==> src/rtl/sar_pkg.sv <==
package sar_pkg;
   localparam int CH_W = 3;
   localparam int CMD_W = 8;
   localparam int RX_W = 16;
   localparam int FRAME_W = CMD_W + RX_W;
   localparam int RAW_W = 13;

   typedef enum logic [1:0] {IN1 = 2'd0, IN2 = 2'd1, IN4 = 2'd2, IN8 = 2'd3} inputs_e;
   typedef enum logic [1:0] {RES10 = 2'd0, RES12 = 2'd1, RES13S = 2'd2, RESBAD = 2'd3} res_e;
endpackage

==> src/rtl/sar_cmd_enc.sv <==
module sar_cmd_enc
   import sar_pkg::*;
(
   input  inputs_e             inputs_i,
   input  res_e                res_i,
   input  logic [CH_W-1:0]     chan_i,
   input  logic                diff_i,
   output logic [CMD_W-1:0]    cmd_o,
   output logic                with_cmd_o,
   output logic                bad_o
);
   logic [CH_W:0] n_inputs;

   always_comb begin
      n_inputs = (CH_W+1)'(1) << inputs_i;
      bad_o = (res_i == RESBAD) || (res_i == RES13S && inputs_i != IN1)
            || ({1'b0, chan_i} >= n_inputs);
      with_cmd_o = (inputs_i != IN1);
      cmd_o = '0;
      case (inputs_i)
         IN2: begin
            cmd_o[4] = 1'b1;
            cmd_o[3] = ~diff_i;
            cmd_o[2] = chan_i[0];
         end
         IN4, IN8: begin
            cmd_o[6]   = 1'b1;
            cmd_o[5]   = ~diff_i;
            cmd_o[4:2] = chan_i;
         end
         default: cmd_o = '0;
      endcase
   end
endmodule

==> src/rtl/sar_spi_engine.sv <==
module sar_spi_engine
   import sar_pkg::*;
#(
   parameter int CLK_DIV = 2
) (
   input  logic               clk,
   input  logic               rst_n,
   input  logic               launch_i,
   input  logic               with_cmd_i,
   input  logic [CMD_W-1:0]   cmd_i,
   input  logic               miso_i,
   output logic               busy_o,
   output logic               fin_o,
   output logic [RX_W-1:0]    rx_o,
   output logic               cs_n_o,
   output logic               sclk_o,
   output logic               mosi_o
);
   localparam int DIV_W = (CLK_DIV > 1) ? $clog2(CLK_DIV) : 1;
   localparam int CNT_W = $clog2(FRAME_W + 1);

   typedef enum logic [1:0] {ST_IDLE, ST_SHIFT, ST_GAP} st_e;

   st_e                state;
   logic               tick;
   logic [CNT_W-1:0]   bit_cnt, nbits;
   logic [FRAME_W-1:0] tx_q;

   generate
      if (CLK_DIV < 1) begin : g_bad_div
         $error("CLK_DIV must be at least 1");
      end
      if (CLK_DIV == 1) begin : g_nodiv
         assign tick = 1'b1;
      end else begin : g_div
         logic [DIV_W-1:0] div_cnt;
         always_ff @(posedge clk or negedge rst_n) begin
            if (!rst_n)                        div_cnt <= '0;
            else if (state == ST_IDLE || tick) div_cnt <= '0;
            else                               div_cnt <= div_cnt + 1'b1;
         end
         assign tick = (div_cnt == DIV_W'(CLK_DIV - 1));
      end
   endgenerate

   always_ff @(posedge clk or negedge rst_n) begin
      if (!rst_n) begin
         state   <= ST_IDLE;
         bit_cnt <= '0;
         nbits   <= '0;
         tx_q    <= '0;
         rx_o    <= '0;
         cs_n_o  <= 1'b1;
         sclk_o  <= 1'b0;
         fin_o   <= 1'b0;
      end else begin
         fin_o <= 1'b0;
         case (state)
            ST_IDLE: if (launch_i) begin
               state   <= ST_SHIFT;
               cs_n_o  <= 1'b0;
               bit_cnt <= '0;
               nbits   <= with_cmd_i ? CNT_W'(FRAME_W) : CNT_W'(RX_W);
               tx_q    <= with_cmd_i ? {cmd_i, {RX_W{1'b0}}} : '0;
            end
            ST_SHIFT: if (tick) begin
               if (!sclk_o) begin
                  sclk_o  <= 1'b1;
                  rx_o    <= {rx_o[RX_W-2:0], miso_i};
                  bit_cnt <= bit_cnt + 1'b1;
               end else begin
                  sclk_o <= 1'b0;
                  if (bit_cnt == nbits) begin
                     cs_n_o  <= 1'b1;
                     state   <= ST_GAP;
                     bit_cnt <= '0;
                     fin_o   <= 1'b1;
                  end else begin
                     tx_q <= tx_q << 1;
                  end
               end
            end
            ST_GAP: if (tick) begin
               if (bit_cnt == CNT_W'(1)) state <= ST_IDLE;
               else                      bit_cnt <= bit_cnt + 1'b1;
            end
            default: state <= ST_IDLE;
         endcase
      end
   end

   assign mosi_o = tx_q[FRAME_W-1];
   assign busy_o = (state != ST_IDLE);

   assert_sclk_idle_R2: assert property (@(posedge clk) disable iff (!rst_n)
      cs_n_o |-> !sclk_o);
   assert_mosi_on_low_R2: assert property (@(posedge clk) disable iff (!rst_n)
      !$stable(mosi_o) |-> !sclk_o);
   assert_frame_len_R6: assert property (@(posedge clk) disable iff (!rst_n)
      (state == ST_SHIFT) |-> (bit_cnt <= nbits));
   assert_gap_R12: assert property (@(posedge clk) disable iff (!rst_n)
      $rose(cs_n_o) |=> cs_n_o);
endmodule

==> src/rtl/sar_result_align.sv <==
module sar_result_align
   import sar_pkg::*;
#(
   parameter int OUT_W = 16
) (
   input  inputs_e            inputs_i,
   input  res_e               res_i,
   input  logic [RX_W-1:0]    rx_i,
   output logic [OUT_W-1:0]   sample_o
);
   logic [7:0]       b0, b1;
   logic [RAW_W-1:0] raw;
   logic             signed_mode;

   assign b0 = rx_i[15:8];
   assign b1 = rx_i[7:0];
   assign signed_mode = (res_i == RES13S);

   always_comb begin
      raw = '0;
      if (signed_mode)                        raw = {b0[4:0], b1};
      else if (inputs_i == IN1 && res_i == RES10) raw = {3'b0, b0[4:0], b1[7:3]};
      else if (inputs_i == IN1)               raw = {1'b0, b0[4:0], b1[7:1]};
      else if (res_i == RES10)                raw = {3'b0, b0, b1[7:6]};
      else                                    raw = {1'b0, b0, b1[7:4]};
   end

   generate
      if (OUT_W < RAW_W) begin : g_bad_w
         $error("OUT_W must be at least 13");
      end else if (OUT_W == RAW_W) begin : g_exact
         assign sample_o = raw;
      end else begin : g_ext
         assign sample_o = {{(OUT_W-RAW_W){signed_mode & raw[RAW_W-1]}}, raw};
      end
   endgenerate
endmodule

==> src/rtl/sar_spi_reader.sv <==
module sar_spi_reader
   import sar_pkg::*;
#(
   parameter int CLK_DIV = 2,
   parameter int OUT_W   = 16
) (
   input  logic             clk,
   input  logic             rst_n,
   input  logic             start_i,
   input  logic [1:0]       inputs_sel_i,
   input  logic [1:0]       res_sel_i,
   input  logic [2:0]       chan_i,
   input  logic             diff_i,
   output logic             busy_o,
   output logic             done_o,
   output logic             err_o,
   output logic [OUT_W-1:0] sample_o,
   output logic             cs_n_o,
   output logic             sclk_o,
   output logic             mosi_o,
   input  logic             miso_i
);
   logic [CMD_W-1:0] cmd;
   logic             with_cmd, bad, launch;
   logic [RX_W-1:0]  rx;
   inputs_e          in_q;
   res_e             res_q;

   sar_cmd_enc u_enc (
      .inputs_i   (inputs_e'(inputs_sel_i)),
      .res_i      (res_e'(res_sel_i)),
      .chan_i     (chan_i),
      .diff_i     (diff_i),
      .cmd_o      (cmd),
      .with_cmd_o (with_cmd),
      .bad_o      (bad)
   );

   assign launch = start_i && !busy_o && !bad;

   always_ff @(posedge clk or negedge rst_n) begin
      if (!rst_n) begin
         in_q  <= IN1;
         res_q <= RES10;
         err_o <= 1'b0;
      end else begin
         err_o <= start_i && !busy_o && bad;
         if (launch) begin
            in_q  <= inputs_e'(inputs_sel_i);
            res_q <= res_e'(res_sel_i);
         end
      end
   end

   sar_spi_engine #(.CLK_DIV(CLK_DIV)) u_eng (
      .clk        (clk),
      .rst_n      (rst_n),
      .launch_i   (launch),
      .with_cmd_i (with_cmd),
      .cmd_i      (cmd),
      .miso_i     (miso_i),
      .busy_o     (busy_o),
      .fin_o      (done_o),
      .rx_o       (rx),
      .cs_n_o     (cs_n_o),
      .sclk_o     (sclk_o),
      .mosi_o     (mosi_o)
   );

   sar_result_align #(.OUT_W(OUT_W)) u_align (
      .inputs_i (in_q),
      .res_i    (res_q),
      .rx_i     (rx),
      .sample_o (sample_o)
   );

   assert_err_quiet_R11: assert property (@(posedge clk) disable iff (!rst_n)
      err_o |-> (cs_n_o && !busy_o));
   assert_strobe_excl_R12: assert property (@(posedge clk) disable iff (!rst_n)
      !(done_o && err_o));
   assert_done_busy_R12: assert property (@(posedge clk) disable iff (!rst_n)
      done_o |-> busy_o);
   assert_rx_only_R5: assert property (@(posedge clk) disable iff (!rst_n)
      (busy_o && in_q == IN1) |-> !mosi_o);
endmodule

==> config.mk <==
export PLATFORM = sky130hd
export DESIGN_NAME = sar_spi_reader
export DESIGN_NICKNAME = d
export VERILOG_FILES = /design/src/rtl/sar_pkg.sv /design/src/rtl/sar_cmd_enc.sv /design/src/rtl/sar_spi_engine.sv /design/src/rtl/sar_result_align.sv /design/src/rtl/sar_spi_reader.sv
export SDC_FILE = /design/constraint.sdc
export NUM_CORES = 1
export LEC_CHECK = 0
export CORE_ASPECT_RATIO = 1.5
export CORE_MARGIN = 3
export CORE_UTILIZATION = 45
export CTS_CLUSTER_DIAMETER = 80
export DETAILED_ROUTE_END_ITERATION = 8
export PLACE_DENSITY = 0.68
export SETUP_SLACK_MARGIN = 0.4
export SLEW_MARGIN = 10
export SYNTH_ARGS = -nofsm -noshare
export SYNTH_HDL_FRONTEND = slang
export SYNTH_SLANG_ARGS = --single-unit
==> constraint.sdc <==
create_clock -name clk -period 3.1 [get_ports clk]
set_clock_uncertainty 0.15 [all_clocks]
set_input_delay 0.93 -clock clk [delete_from_list [all_inputs] [get_ports clk]]
set_output_delay 0.93 -clock clk [all_outputs]
set_load 0.05 [all_outputs]
After elaboration in Yosys (flattened, before gate mapping)
Index checks and enable logic that the tools add are counted.

word-level totals
  register bits = 61
  bits of input ports = 12
  output and inout port bits = 22

operators by class
  add/sub/neg operators = 2
  order comparisons = 1
  equal/unequal tests = 19
  shift-type cells = 1
  multiplexer cells = 38
  bitwise operators = 3
  reduce and logical (&&, ||, !) cells = 25

operator list
  cell                                                              number
  24-bit two-way mux                                                4
  24-bit case mux with 2 select lines                               1
  13-bit two-way mux                                                3
  5-bit two-way mux                                                 6
  23-bit two-way mux                                                1
  5-bit case mux with 3 select lines                                1
  2-bit two-way mux                                                 7
  2-bit == test (second input constant)                             6
  12-bit two-way mux                                                1
  6-bit AND reduction                                               2
  1-bit two-way mux                                                 10
  2-bit by 1-bit != test with 1-bit output (second input constant)  5
  5-bit AND reduction                                               2
  2-bit zero test                                                   3
  2-bit != test (second input constant)                             3
  2-bit case mux with 3 select lines                                1
  3-bit case mux with 2 select lines                                1
  2-bit nonzero test                                                3
  5-bit by 1-bit adder with 5-bit output (second input constant)    1
  5-bit by 1-bit == test with 1-bit output (second input constant)  1
  5-bit == test                                                     1
  1-bit logical AND                                                 5
  2-bit by 1-bit == test with 1-bit output (second input constant)  2
  3-bit by 4-bit >= comparator with 1-bit output                    1
  13 further kinds                                                  18

Longest topological paths before layout
Gate-level depths: netlist of the first run.

  word-level depth = 8
  gate-level depth with buffers = 9
  gate-level depth less buffers = 7

Hierarchy
Synthesis of the first run repeated with hierarchy kept, for this count alone.

unflattened totals
  cells, all modules = 255
  area total of the unflattened synthesis = 2688.8 µm²

modules (own cells, without submodules)
  module            times used  cells an instance  area an instance (µm²)
  sar_spi_engine    1           143                1793.0
  sar_result_align  1           75                 535.5
  sar_spi_reader    1           11                 198.9
  sar_cmd_enc       1           26                 161.4

Worst setup path after synthesis of the first run
No wires, ideal clock.

  kind = reg-to-output
  start point = register in_q[1]
  end point = output port sample_o[7]
  arrival = 2.250 ns
  path slack = -0.230 ns
  cell stages (with the launch flop) = 7
  buffers on the path = 1
  cell sequence = dfrtp_1 nor2_1 clkbuf_1 nor3_1 a21oi_1 nor2_1 nor3_1

between the ends
  longest elaborated chain between the ends = 4

RTL lines
  element                                                  RTL line                                        source
  start: declaration                                       sar_spi_reader.sv:26                            inputs_e in_q;
  start signal: assignment                                 sar_spi_reader.sv:49                            in_q <= inputs_e'(inputs_sel_i);
  2-bit zero test *                                        sar_result_align.sv:22, sar_result_align.sv:23
  13-bit two-way mux or 1-bit logical AND (tied branches)  sar_result_align.sv:23, sar_result_align.sv:22
  13-bit two-way mux *                                     sar_result_align.sv:22                          else if (inputs_i == IN1 && res_i == RES10) raw = {3'b0, b0[4:0], b1[7:3]};
  13-bit two-way mux *                                     sar_result_align.sv:21                          if (signed_mode) raw = {b0[4:0], b1};
  end: declaration                                         sar_spi_reader.sv:17                            output logic [OUT_W-1:0] sample_o,

Every way passes the cells marked *; elsewhere a longest branch is shown, timed or not.

Final worst setup path of the first run
  start point = register res_q[0]
  end point = output port sample_o[3]

between the ends
  longest elaborated chain between the ends = 5

RTL lines
  element                   RTL line                                        source
  start: declaration        sar_spi_reader.sv:27                            res_e res_q;
  start signal: assignment  sar_spi_reader.sv:50                            res_q <= res_e'(res_sel_i);
  2-bit zero test           sar_result_align.sv:22, sar_result_align.sv:24
  12-bit two-way mux        sar_result_align.sv:24                          else if (res_i == RES10) raw = {3'b0, b0, b1[7:6]};
  13-bit two-way mux        sar_result_align.sv:23                          else if (inputs_i == IN1) raw = {1'b0, b0[4:0], b1[7:1]};
  13-bit two-way mux        sar_result_align.sv:22
  13-bit two-way mux *      sar_result_align.sv:21

Marks and branches as above.

==> results by stage, run 1 <==
Hold path:
- The tightest min-delay check is of the reg2reg type.
- The source of the worst hold timing path is u_eng.cs_n_o$_DFFE_PN1P_.

Setup path:
- The critical path starts at res_q[0]$_DFFE_PN0P_.
- The startpoint type of the worst setup path is a flop.
- STA puts the critical path data required time at roughly 2000 ps.
- The largest fanout of any net on the critical path is 5.
- The worst register-to-register path begins at u_eng.state[1]$_DFFE_PN0P_.
- The kind of end point of the critical path is an output pin.
- The setup path with the least slack is of type reg2out.
- The endpoint arrival time on the critical path is roughly 1800 ps.

Yosys:
- The largest total area in the synthesized netlist belongs to sky130_fd_sc_hd__dfrtp_1.
- Synthesis produced ~260 cells.
- The synthesized-area fraction occupied by ao, oa, aoi and oai cells was 0.164.
- Of the total synthesized cell area, the portion taken by XOR and XNOR cells is 0.00720.
- Counting every net in the synthesized netlist gives ~280.
- The count of synthesis-stage warnings from yosys is 0.
- The mux cell area share after synthesis is 0.154.
- The fraction of the yosys area taken by sequential cells is 0.412.
- After synthesis the cells add up to 2430 um2.
- Counting distinct cell types in the post-synthesis netlist gives 46.
- The synthesized design contains 40 register bits.
- Of the total synthesized cell area, the portion taken by full adders, half adders and majority gates is 0.0514.
- Of the post-synthesis cell area, the dominant cell type holds 0.401.
- The synthesized area per cell is about 9.5 um2.
- In the synthesized netlist the dominant register cell turns out to be sky130_fd_sc_hd__dfrtp_1.
- In the synthesized netlist the async set-or-reset flop fraction comes to 1.00.
- The simple-gate share of the synthesized area is 0.162.
- The synthesized design contains 0 enable-type register cells.
- Yosys attributes the largest share of cell area to sky130_fd_sc_hd__dfrtp_1 (40%), sky130_fd_sc_hd__mux2_2 (11%), sky130_fd_sc_hd__ha_1 (5.1%).
- The combinational family with the most area after synthesis is compound AO/OA/AOI/OAI gates.

Place:
- The minimum setup slack after placement is -351 ps.
- Detailed placement ended at an HPWL of around 4000 um.
- During placement, the flow inserted port buffers numbering 33.
- The routability-driven placement congestion ratio is 0.779.

Timing:
- Setup repair after global routing could not meet its margin everywhere.
- The number of setup violations in the final report is 0.
- The part of the cycle the worst path needs is 0.921.
- Measured against its own limit, the worst slew margin works out to 0.405.
- The maximum operating frequency is 350 MHz.
- Across all setup checks in the final design, the least slack found is 244 ps.
- After layout, the minimum clock period comes to 2860 ps.
- The slew of the pin with the lowest slew margin is just under 900 ps.
- The number of hold violations in the final report is 0.
- The max-slew violation count was 0.

Floorplan:
- After floorplanning, the core was sized to cover around 5200 um2.
- The floorplan has 32 rows.
- The die covers 6340 um2.
- The top-level I/O count is 34.
- The floorplan step set the die width to 66.0 um.
- Measured along the y axis, the die boundary spans between 90 and 100 um.
- The initial utilization of the core area, before any placement, comes to 0.467.

Clock tree:
- The number of clock sinks seen by CTS is 40.
- TritonCTS created 5 clock buffers.
- Clock-pin slew was measured on the worst setup and hold paths at 80 ps.
- Hold repair after CTS inserted 0 buffers.
- The clock tree synthesis step divided the H-tree into 2 levels.
- The insertion delay of the later-clocked pin in the worst-skew pair is approximately 290 ps.
- The tree is rooted in a sky130_fd_sc_hd__clkbuf_8.
- The clock tree buffer depth is 2.
- TritonCTS built the clock tree.

Routing:
- The per-cell routed wire length is between 15 and 20 um.
- The total routed wirelength is a little over 6000 um.
- In this run, the number of DRC markers left after iteration 0 of detailed routing was 124.
- The detailed-route via count is about 2200.
- Using the TritonRoute via totals, the vias-per-cell ratio works out to roughly 5.7.
- After detailed routing, the number of remaining DRC violations is 0.
- The number of detailed-routing iterations run before antenna repair is 5.
- Once detail routing completed, the nets flagged for antenna violations numbered 0.

GRT:
- The pin count of the biggest net entering global routing is between 40 and 50.
- The via count of the first global-routing pass is around 2100.
- In the global route stage, overall resource usage came out at 0.204.
- The global-route wire length before repair is approximately 10000 um.
- Summed over all layers, the global routing overflow is 0.
- The number of antenna violations at the first check in global routing is 0.

Job:
- Across the run, the number of max-cap violations was 0.

Layout:
- The fraction of layout cells with a size suffix above 1 is 0.433.
- 0 antenna diodes ended up in the layout.
- Relative to the synthesized area, the layout overhead comes to 49.6%.
- The net total in the final layout is 340.

Power:
- For this design the static power due to leakage is roughly 1.6 nW.
- IR analysis of the VDD net gives a maximum drop of 0.645 mV.
- The power after layout is 4.53 mW.
- Dividing total power by cell area gives a power density of between 1000 and 1500 nW/um2.

Status:
- The run finished with clean final reports.
-- cells in the final DEF, fill, tap and decap left out, drive strengths merged, types with 6 or more instances in the layout --
| cell type | netlist | routed |
|---|---|---|
| ha | 10 | 10 |
| dfrtp | 39 | 39 |
| mux2 | 28 | 28 |
| buf | 5 | 54 |
| nand2 | 26 | 26 |
| nand3 | 6 | 6 |
| clkdlybuf4s50 | 0 | 6 |
| inv | 13 | 13 |
| a21oi | 14 | 14 |
| nor3 | 11 | 11 |
| mux2i | 6 | 6 |
| nor2 | 21 | 22 |
| clkbuf | 10 | 8 |
| o21ai | 16 | 16 |
-- cells by family after synthesis --
kind of cell,Yosys count
AO/OA/AOI/OAI,59
multiplexers,34
buffers and inverters,28
AND/OR/NAND/NOR,83
XOR/XNOR,2
adder cells (fa/ha/maj),10
flip-flops,40
-- routing by layer --
metal / GRT usage / vias to the layer above / share of wire
met5: 0 / - / 0
met4: 0.0915 / 0 / 0.019
met3: 0.0292 / 10 / 0.034
met2: 0.382 / 63 / 0.57
met1: 0.222 / 1088 / 0.38
li1: - / 1038 / -
-- state kept, by name (all words and copies together) (netlist names) --
signal and flops:
u_eng.bit_cnt 5, u_eng.sclk_o 1, u_eng.state 2, u_eng.fin_o 1, err_o 1, u_eng.nbits 2
in_q 2, u_eng.g_div.div_cnt 1, u_eng.tx_q 6, u_eng.rx_o 16, res_q 2, u_eng.cs_n_o 1
-- worst max-delay path: stages (launching register included) --
cell and delay [ps]:
sky130_fd_sc_hd__dfrtp_2 460, sky130_fd_sc_hd__nor2_4 220, sky130_fd_sc_hd__mux2i_1 310, sky130_fd_sc_hd__o21ai_0 140
sky130_fd_sc_hd__a21oi_2 200, sky130_fd_sc_hd__buf_12 160
-- area by class of cell --
type	count	area, um2
flip-flops and latches	40	1010
fillers	371	1570
repair buffers	68	798
clock buffers	6	72.6
inverters	13	48.8
clock inverters	2	35.0
well taps	68	85.1
multi-input cells	190	1590
-- Yosys cell counts (all sizes together) (2+ instances only) --
master and instances:
mux2 28, nand3 6, or3 2, inv 13, o21ai 16, or2 2
nor4b 3, mux2i 6, a31oi 3, buf 5, a211oi 3, nand2b 4
nor2 21, xor2 2, ha 10, dfrtp 39, o31ai 4, a21oi 14
o221ai 3, nand2 26, clkbuf 10, nor3 11, nor2b 4, o21a 3
-- path summary, 6_finish.rpt --
kind	depth (start not counted)	endpoint	slack, ps
max in group asynchronous	1	in_q[1]$_DFFE_PN0P_	1580
setup reg to reg	7	u_eng.bit_cnt[2]$_DFFE_PN0P_	570
setup / recovery	5	sample_o[3]	240
hold reg to reg	1	u_eng.cs_n_o$_DFFE_PN1P_	330
hold / removal	1	u_eng.cs_n_o$_DFFE_PN1P_	330
min in group asynchronous	1	u_eng.tx_q[21]$_DFFE_PN0P_	620
-- per-stage QoR --
stage	hold WS, ps	TNS (ps)	utilization	instances	instance area, um2
floorplan	300	0	-	256	2560
global placement	315	-4630	0.607	359	3160
detailed placement	322	-5360	0.607	359	3160
CTS	337	0	0.671	381	3490
global route	352	0	0.699	387	3640
finish	334	0	0.699	387	3640
-- report_power, final --
part,internal [mW],total [mW],switching (mW)
sequential,0.713,0.922,0.209
clock,0.239,0.414,0.175
combinational,1.52,3.19,1.67
-- repair_timing --
item,4_1_cts,5_1_grt
gates resized for setup,58,16
setup buffers,11,4
setup endpoints to repair,38,24
pin swaps,16,11
gates cloned,3,2
Power figures use the tool's default switching activity.
==> inputs of run 2 (changes only) <==
Settings changed: SLEW_MARGIN 10 to 40.
==> results by stage, run 2 (same netlist as run 1, synthesis figures left out) <==
Status:
- The run finished with clean final reports.

Place:
- The cell area after placement is 3160 um2 (about the same).
- The minimum setup slack after placement was -353 ps (-2.10 ps).
- The post-DP HPWL is 4050 um (+0.17%).
- The number of buffers inserted by port buffering was 33 (unchanged).
- The routability-driven placement congestion ratio is 0.779 (unchanged).

GRT:
- The overall fraction of global-route tracks in use is 0.204 (+0.000488).
- The via count of the first global-routing pass is 2134 (-0.37%).
- The pin count of the biggest net entering global routing was 41 (unchanged).
- The number of antenna violations at the first check in global routing is 0 (unchanged).
- The overall overflow remaining after global route came to 0 (unchanged).
- The global-route wire length before repair came to 9920 um (about the same).

Clock tree:
- The number of clock sinks seen by CTS is 40 (unchanged).
- The clock tree buffer depth is 2 (unchanged).
- The clock tree from TritonCTS is yes.
- CTS placed an instance of sky130_fd_sc_hd__clkbuf_8 at the clock tree root.
- The number of buffers created by CTS was 5 (unchanged).
- The clock transition time at the flip-flop clock pins of the worst setup and hold paths is 80 ps (about the same).
- The number of H-tree levels was 2 (unchanged).
- The insertion delay of the later-clocked pin in the worst-skew pair is 290 ps (about the same).
- The number of hold buffers added after cts is 0 (unchanged).

Setup path:
- The endpoint arrival time on the critical path is 1790 ps (about the same).
- The startpoint type of the worst setup path is a flop.
- The required arrival time at the worst endpoint was 2020 ps (about the same).
- The critical path class is reg2out.
- The critical path starts at res_q[0]$_DFFE_PN0P_.
- The minimum setup slack among reg-to-reg paths is 570 ps (about the same).
- The path depth of the worst reg2reg path is 7 (unchanged).
- The end of the worst register-to-register path is u_eng.bit_cnt[2]$_DFFE_PN0P_.
- The worst setup path is captured at an output pin.
- The worst register-to-register path begins at u_eng.state[1]$_DFFE_PN0P_.
- The largest fanout of any net on the critical path was 4 (-1).

Hold path:
- The path class of the tightest hold or removal check is reg2reg.
- The source of the worst hold timing path is u_eng.cs_n_o$_DFFE_PN1P_.
- The number of cells traversed by the worst hold path is 1 (unchanged).
- The worst hold path terminates at u_eng.cs_n_o$_DFFE_PN1P_.

Layout:
- The post-route cell area is 3670 um2 (+1.0%).
- Relative to the synthesized area, the layout overhead comes to 51.1%.
- The flip-flop count of the largest register, all copies and words added is 16 (unchanged).
- The antenna diode count was 0 (unchanged).
- The filler cell count in the final layout was 372 (+0.27%).
- In the layout the commonest cells are sky130_fd_sc_hd__dfrtp_1 (35), sky130_fd_sc_hd__buf_4 (32), sky130_fd_sc_hd__nand2_1 (24).
- Leaving out fill and tap cells, the most frequent cell in the layout is sky130_fd_sc_hd__dfrtp_1.
- The fraction of layout cells with a size suffix above 1 was 0.450 (+0.0177).
- The net total in the final layout is 343 (+0.88%).
- In the final layout, the registers with the most flip-flops are u_eng.rx_o (16), u_eng.tx_q (6), u_eng.bit_cnt (5).
- The register with the most flip-flops in the final layout is u_eng.rx_o.

Timing:
- The maximum operating frequency came to 348 MHz (-0.55%).
- The number of setup violations in the final report came to 0 (unchanged).
- The slack of the critical path came to 228 ps (-15.9 ps).
- Setup repair after global routing could not meet its margin everywhere.
- The slew of the pin with the lowest slew margin was 698 ps (-195 ps).
- The number of hold violations in the final report is 0 (unchanged).
- The headroom to the max-slew limit is 0.531 (+0.127).
- The part of the cycle the worst path needs is 0.927 (+0.00513).
- The final critical path time including I/O delays and setup came to 2870 ps (+15.9 ps).
- The max-slew violation count is 0 (unchanged).

Routing:
- The average via count per standard cell is 5.62 (-1.0%).
- The detailed-route via count is 2193 (-0.27%).
- The total routed wirelength came to 6220 um (+1.6%).
- The number of detailed-routing iterations run before antenna repair is 4 (-1).
- The per-cell routed wire length is 16.0 um (+0.87%).
- The first-iteration detailed-routing DRC count is 117 (-5.6%).
- The post-detailed-route count of antenna-violating nets came to 0 (unchanged).
- The number of design rule violations left after detail routing is 0 (unchanged).

Floorplan:
- The die area is 6340 um2 (unchanged).
- The die height came to 96.0 um (unchanged).
- The horizontal die dimension was 66.0 um (unchanged).
- The initial standard-cell utilization of the core was 0.467 (unchanged).
- The core area was 5200 um2 (unchanged).
- The top-level I/O count was 34 (unchanged).
- The cell row count was 32 (unchanged).

Power:
- The largest vdd supply drop was 0.689 mV (+6.8%).
- The total power density per cell area came to 1250 nW/um2 (+0.35%).
- The cell leakage power is 1.62 nW (+1.1%).

Job:
- The count of maximum capacitance violations is 0 (unchanged).
-- run 2: cell types whose count changed in the layout (fill, tap and decap cells not counted), sizes merged --
| cell | previous run | this run |
|---|---|---|
| buf | 54 | 57 |
-- run 2: worst max-delay path, stage by stage, from the launching register on --
cell                       delay (ps)
sky130_fd_sc_hd__dfrtp_2          420
sky130_fd_sc_hd__buf_6            120
sky130_fd_sc_hd__nor2_4            40
sky130_fd_sc_hd__buf_4            140
sky130_fd_sc_hd__a211oi_2         280
sky130_fd_sc_hd__a21oi_1           70
sky130_fd_sc_hd__mux2_4           280
sky130_fd_sc_hd__buf_12           150
-- run 2: worst max-delay path by stage --
stage                                            end  slack [ps]  cells after the start
final                                    sample_o[5]         230                      7
after global routing                     sample_o[1]         200                      6
after CTS                                sample_o[4]         270                      5
after detailed placement  u_eng.tx_q[21]$_DFFE_PN0P_        -350                      8
after global placement    u_eng.tx_q[21]$_DFFE_PN0P_        -310                      8
after floorplan                          sample_o[7]         180                      6
-- run 2: power breakdown --
group          switching, mW  internal, mW  leakage (nW)  total (mW)
Combinational           1.70          1.56          1.06        3.25
Sequential             0.210         0.713         0.504       0.923
Clock                  0.177         0.239        0.0552       0.416
-- run 2: timing repair --
item                       in CTS  in global routing
gates cloned                    3                  2
setup buffers                  10                  8
hold endpoints to repair        0                  0
setup endpoints to repair      38                 24
pin swaps                      16                 15
resized for setup              57                 22
-- run 2: cell type report --
class                           instances  area, um2  area share
Inverter                               13       48.8      0.0133
Clock inverter                          2       35.0     0.00953
Tap cell                               68       85.1      0.0232
Multi-Input combinational cell        190       1610       0.438
Clock buffer                            6       72.6      0.0197
Sequential cell                        40       1010       0.274
Timing Repair Buffer                   71        818       0.223
-- run 2: metal layers --
metal | GRT usage | part of all wire | vias to the layer above
met1 | 0.214 | 0.39 | 1086
li1 | - | - | 1047
met2 | 0.388 | 0.56 | 50
met3 | 0.0315 | 0.024 | 10
met5 | 0 | 0 | -
met4 | 0.0966 | 0.021 | 0
-- run 2: through the flow --
stage	hold WS (ps)	cells	setup TNS, ps	total power [mW]	util
2_1_floorplan	300	256	0	2.62	-
3_3_place_gp	315	359	-4630	3.55	0.607
3_5_place_dp	322	359	-5360	3.59	0.608
4_1_cts	337	380	0	4.33	0.670
5_1_grt	352	390	0	4.83	0.706
6_report	334	390	0	4.59	0.706
